$ cat config.mk
export PLATFORM = sky130hd
export DESIGN_NAME = arith_select_unit
export DESIGN_NICKNAME = d
export VERILOG_FILES = /design/src/rtl/arith_select_unit.sv
export SDC_FILE = /design/constraint.sdc
export NUM_CORES = 1
export LEC_CHECK = 0
export ABC_AREA = 0
export BUFFER_PORTS_ARGS = -buffer_cell sky130_fd_sc_hd__buf_2
export CAP_MARGIN = 10
export CORE_MARGIN = 4
export CORE_UTILIZATION = 67
export DETAILED_ROUTE_END_ITERATION = 12
export PLACE_DENSITY = 0.95
export SETUP_SLACK_MARGIN = 0.3
export SLEW_MARGIN = 25
export SYNTH_ARGS = -nofsm -noshare
export SYNTH_HDL_FRONTEND = slang
export SYNTH_SLANG_ARGS = --single-unit
$ cat constraint.sdc
create_clock -name vclk -period 11.4
set_input_delay 1.14 -clock vclk [all_inputs]
set_output_delay 1.14 -clock vclk [all_outputs]
set_load 0.005 [all_outputs]
$ cat src/rtl/arith_select_unit.sv
module arith_select_unit #(
  parameter int W   = 8,
  parameter int GRP = 4
) (
  input  logic [W-1:0]   op_a,
  input  logic [W-1:0]   op_b,
  input  logic [1:0]     func_sel,
  output logic [2*W-1:0] result
);
  localparam int RW = 2 * W;
  localparam int PW = W - 1;
  localparam int NG = W / GRP;

  // Partial-product array
  logic [PW-1:0] row_s [W];
  logic [PW-1:0] row_c [W];
  logic [RW-1:0] prod;

  assign row_s[0] = op_b[W-1:1] & {PW{op_a[0]}};
  assign row_c[0] = '0;
  assign prod[0]  = op_a[0] & op_b[0];

  genvar i, k;
  for (i = 1; i < W; i++) begin : g_mrow
    logic [W-1:0]  pp;
    logic [PW-1:0] fs;
    logic [PW-1:0] fc;
    assign pp = op_b & {W{op_a[i]}};
    for (k = 0; k < PW; k++) begin : g_fa
      assign fs[k] = row_s[i-1][k] ^ row_c[i-1][k] ^ pp[k];
      assign fc[k] = (row_s[i-1][k] & row_c[i-1][k]) |
                     (row_s[i-1][k] & pp[k]) |
                     (row_c[i-1][k] & pp[k]);
    end
    assign prod[i]  = fs[0];
    assign row_s[i] = {pp[W-1], fs[PW-1:1]};
    assign row_c[i] = fc;
  end

  logic [W-1:0] fr_c;
  assign fr_c[0] = 1'b0;
  for (k = 0; k < PW; k++) begin : g_final
    assign prod[W+k]  = row_s[W-1][k] ^ row_c[W-1][k] ^ fr_c[k];
    assign fr_c[k+1]  = (row_s[W-1][k] & row_c[W-1][k]) |
                        (row_s[W-1][k] & fr_c[k]) |
                        (row_c[W-1][k] & fr_c[k]);
  end
  assign prod[RW-1] = fr_c[W-1];

  // Cascaded lookahead groups
  logic [W:0] sum_w;
  always_comb begin
    logic cg, t;
    logic [GRP-1:0] p, g;
    logic [GRP:0] c;
    cg = 1'b0;
    sum_w = '0;
    for (int q = 0; q < NG; q++) begin
      p = op_a[q*GRP +: GRP] ^ op_b[q*GRP +: GRP];
      g = op_a[q*GRP +: GRP] & op_b[q*GRP +: GRP];
      c[0] = cg;
      for (int j = 1; j <= GRP; j++) begin
        t = cg;
        for (int n = 0; n < j; n++) t = t & p[n];
        c[j] = t;
        for (int m = 0; m < j; m++) begin
          t = g[m];
          for (int n = m + 1; n < j; n++) t = t & p[n];
          c[j] = c[j] | t;
        end
      end
      for (int j = 0; j < GRP; j++) sum_w[q*GRP + j] = p[j] ^ c[j];
      cg = c[GRP];
    end
    sum_w[W] = cg;
  end

  // Magnitude scan, most significant bit first
  logic gt, eq, lt;
  always_comb begin
    gt = 1'b0;
    lt = 1'b0;
    for (int n = W - 1; n >= 0; n--) begin
      if (!gt && !lt) begin
        gt = op_a[n] & ~op_b[n];
        lt = ~op_a[n] & op_b[n];
      end
    end
    eq = ~(gt | lt);
  end

  always_comb begin
    case (func_sel)
      2'b00:   result = {{(RW-W-1){1'b0}}, sum_w};
      2'b01:   result = prod;
      2'b10:   result = {{(RW-3){1'b0}}, lt, eq, gt};
      default: result = '0;
    endcase
  end

  always_comb begin
    assert_cmp_onehot_R6: assert ($onehot({lt, eq, gt}))
      else $error("compare flags not one-hot");
    if (func_sel == 2'b11)
      assert_idle_zero_R7: assert (result == '0) else $error("idle code not zero");
    if (func_sel == 2'b00)
      assert_add_pad_R1: assert (result[RW-1:W+1] == '0) else $error("add upper bits set");
    if (func_sel == 2'b01 && (op_a == '0 || op_b == '0))
      assert_mul_zero_R4: assert (result == '0) else $error("zero operand product");
    if (func_sel == 2'b10)
      assert_cmp_eq_R5: assert (result[1] == (op_a == op_b)) else $error("equal flag wrong");
  end
endmodule

# == Yosys cells after proc, flatten, opt, wreduce, memory -nomap -nowiden ==
# Index checks and enable logic that the tools add are counted.
# totals
reg_bits,0
inputBits,18
output_inout_bits,16
word_cells,477
# classes
n_eq_ne,2
mux,15
n_bitwise,438
reduce_logical,22
# op_table
cell,n
$and 1x1->1,185
$or 1x1->1,113
$xor 1x1->1,111
$and 8x8->8,7
$pmux 16 s3,1
$not 1->1,17
$logic_not 1->1,14
$mux 1,14
$and 4x4->4,2
$xor 4x4->4,2
$and 7x7->7,1
$logic_and 1x1->1,7
$eq 2x1->1 const B,1
$eq 2x2->1 const B,1
$logic_not 2->1,1

# == Depth between registers and ports, before layout ==
# depth
word_depth,40
mapped_depth,25

# == Worst setup path after synthesis ==
# OpenSTA, ideal clock, no wires.
# synth_path
kind,input port to output port
start,input port op_a[0]
end,output port result[14]
t_arrival_ns,6.858
slack_ns,3.402
path_stages,22
cell_sequence,clkinv_1 nor2_1 ha_1 inv_1 fa_1 inv_1 fa_1 fa_1 inv_1 fa_1 fa_1 fa_1 inv_1 fa_1 inv_1 fa_1 fa_1 inv_1 fa_1 fa_1 fa_1 and2_1
# synth_via
elab_chain_cells,38
word_cells_on_any_way,319
classes_between,mux: 1; bitwise: 318
# synth_rtl
element,line_no,text
"start, declared",5,"input logic [W-1:0] op_a,"
$and 7x7->7 (*),19,assign row_s[0] = op_b[W-1:1] & {PW{op_a[0]}};
$xor 1x1->1 or $and 1x1->1 (tied branches),"30, 32",
$and 1x1->1 (on tied branches),"31, 32",
$or 1x1->1,31,assign fc[k] = (row_s[i-1][k] & row_c[i-1][k]) |
$or 1x1->1,32,(row_s[i-1][k] & pp[k]) |
$and 1x1->1,31,
$or 1x1->1,31,
$or 1x1->1,32,
[22 not listed],--,
$and 1x1->1,45,(row_s[W-1][k] & fr_c[k]) |
$or 1x1->1,44,assign fr_c[k+1] = (row_s[W-1][k] & row_c[W-1][k]) |
$or 1x1->1,45,
$and 1x1->1,45,
$or 1x1->1,44,
$or 1x1->1,45,
$xor 1x1->1 (*),43,assign prod[W+k] = row_s[W-1][k] ^ row_c[W-1][k] ^ fr_c[k];
$pmux 16 s3 (*),93,case (func_sel)
"end, declared",8,output logic [2*W-1:0] result
# Every way passes the cells marked *; elsewhere a longest branch is shown, timed or not.

# == Worst setup path after layout ==
# Ends and elaborated chain as after synthesis.

==> results.toml <==
[route]
vias = 2055
wl_um = 5590
vias_per_cell = 5.48
ant_nets = 0
first_pass_iters = 7
first_iter_violations = 151
post_drt_wl_per_cell_um = 14.9
drc = 0

[worst_setup_path]
cpMostUsedCell = "fa_1"
cp-start-kind = "input port"
cp.arrival_ns = 7.35
path_max_fanout = 8
cpMaxStageDelayCell = "fa_1"
critPathKind = "input port to output port"
cp.required_ns = 10.26
crit_chain = "buf_2 -> clkinv_1 -> nor2_1 -> ha_1 -> inv_1 -> fa_1 -> inv_1 -> fa_1 -> fa_1 -> inv_1 -> fa_1 -> fa_1 -> fa_1 -> inv_1 -> fa_1 -> inv_1 -> fa_1 -> fa_1 -> inv_1 -> fa_1 -> fa_1 -> fa_1 -> and2_1 -> buf_2"
worst_path_largest_cell_delay_ns = 0.55
end_kind = "output port"

[layout]
drive_gt1_share_pct = 11.9
flops_and_latches = 0
area_growth_pct = 8.47
nFillCells = 243
register_area_um2 = 0
multi_input_area_um2 = 2120
clkbuf_count = 0
final_cell_area_um2 = 2660
nets = 433
diodes = 0
fin_cells = 375

[pwr]
leakage_nw = 1.46
intPower_w = 0.000106
p_comb_share_pct = 100.0
p_switching_w = 0.000135
p_per_area_nw_per_um2 = 90.6
swShare_pct = 56.0
seqPwrFrac_pct = 0
ir_drop_v = 0.000101
clkPwrFrac_pct = 0

[floorplanning]
num_rows = 21
die_w_um = 68.5
die_h_um = 68.5
dieArea_um2 = 4690
io_pins = 34
core_um2 = 3440
start_util_pct = 71.2

[global_routing]
grt_first_pass_wirelength_um = 9320
grt_max_degree = 20
antenna_found_initial = 0
grt_pass1_vias = 2096
grt_usage_pct = 26.5
overflow = 0

[clock_network]
postCtsHoldBufs = 0
postCtsSetupRepairBufs = 0
cts.repair.resized = 0

[job]
drv_cap = 0

[worst_hold_path]
hold_path_depth = 3
hp-class = "input port to output port"

[placed_design]
dp.cells = 375
gp_congestion = 0.903
place_area_um2 = 2660
io_buffers = 34
dp_hpwl_um = 4990

[sta]
slew_headroom_pct = 66.7
fin_crit_ns = 8.49
drv_slew = 0
tns_ns = 0
setup_viol = 0
period_share_pct = 74.5
max_freq_mhz = 118
rsz0062_at_grt = "false"
max_slew.worst_pin.slew_ns = 0.498
final_hold_viol_count = 0

[yosys]
synthCells = 298
ys_seq_area_share_pct = 0
syn_area_um2 = 2450
ys_types = 35
yosys_warnings = 0
synth_area_leader_cell = "fa_1"
synthTopCellsByArea = "fa_1, ha_1, inv_1"
synth_top_area_share_pct = 40.8
avgSynthCellArea_um2 = 8.23
syn_nets = 400

[run_status]
outcome = "completed"
Yosys cell counts (all sizes together) (2+ instances only):
cell type and n:
o21ai 2, o21a 5, nor4 2, ha 34
a211oi 3, buf 2, nand2b 6, nor2 41
a21oi 7, xor2 4, inv 83, fa 50
o32ai 3, and2 5, nand2 29, nor2b 6
worst max-delay path, delay by kind of cell:
kind,cells,cell delay (ns)
simple gates,2,0.27
fa+ha+maj,13,5.17
buf+inv,9,0.74
cells in the final DEF, fill, tap and decap left out, types with 2 or more instances in the layout:
master,count
inv_1,83
fa_1,50
nor2_1,41
ha_1,34
buf_2,34
nand2_1,29
a21oi_1,7
o21a_1,5
nand2b_1,5
nor2b_1,5
and2_1,5
xor2_1,4
a211oi_1,3
o32ai_1,3
o21ai_0,2
nor4_1,2
metal layers:
| layer | vias to the layer above | global-route usage (%) | part of all wire [%] |
|---|---|---|---|
| met3 | 8 | 2.46 | 6.3 |
| met1 | 1020 | 32.6 | 39 |
| met2 | 80 | 50.8 | 54 |
| li1 | 947 | - | - |
| met5 | - | 0 | 0 |
| met4 | 0 | 3.23 | 0.84 |
final timing paths:
| check | from | endpoint | slack (ns) |
|---|---|---|---|
| worst max-delay path | op_a[0] | result[14] | 2.91 |
| worst min-delay path | func_sel[1] | result[4] | 2.74 |
kinds of logic (layout without fill, tap and decap cells):
kind of cell / after synthesis / count (layout) / share of synthesized area, %
simple gates: 94 / 94 / 17.4
fa+ha+maj: 84 / 84 / 58.2
compound gates: 27 / 27 / 8.53
xor+xnor: 5 / 5 / 1.79
mux: 1 / 1 / 0.408
buf+inv: 87 / 118 / 13.7
metrics by stage:
| stage | hold WS [ns] | util (%) | total power, W | setup WS, ns |
|---|---|---|---|---|
| floorplan | 2.42 | - | 0.000175 | 3.40 |
| global placement | 2.71 | 77.2 | 0.000229 | 2.98 |
| detailed placement | 2.71 | 77.2 | 0.000243 | 2.87 |
| CTS | 2.71 | 77.2 | 0.000243 | 2.88 |
| global route | 2.76 | 77.2 | 0.000282 | 2.58 |
| finish | 2.74 | 77.2 | 0.000241 | 2.91 |
final cells by class:
| cell class | instances | area share, % |
|---|---|---|
| tap | 46 | 2.16 |
| inverter | 84 | 11.9 |
| multi-input combinational | 211 | 79.6 |
| timing repair buffer | 34 | 6.40 |
power groups by stage:
stage	Combinational (W)	Clock, W	Sequential, W
after floorplan	0.000175	0	0
after global placement	0.000229	0	0
after detailed placement	0.000243	0	0
after CTS	0.000243	0	0
after global routing	0.000282	0	0
final	0.000241	0	0
(Power assumes the default switching activity.)
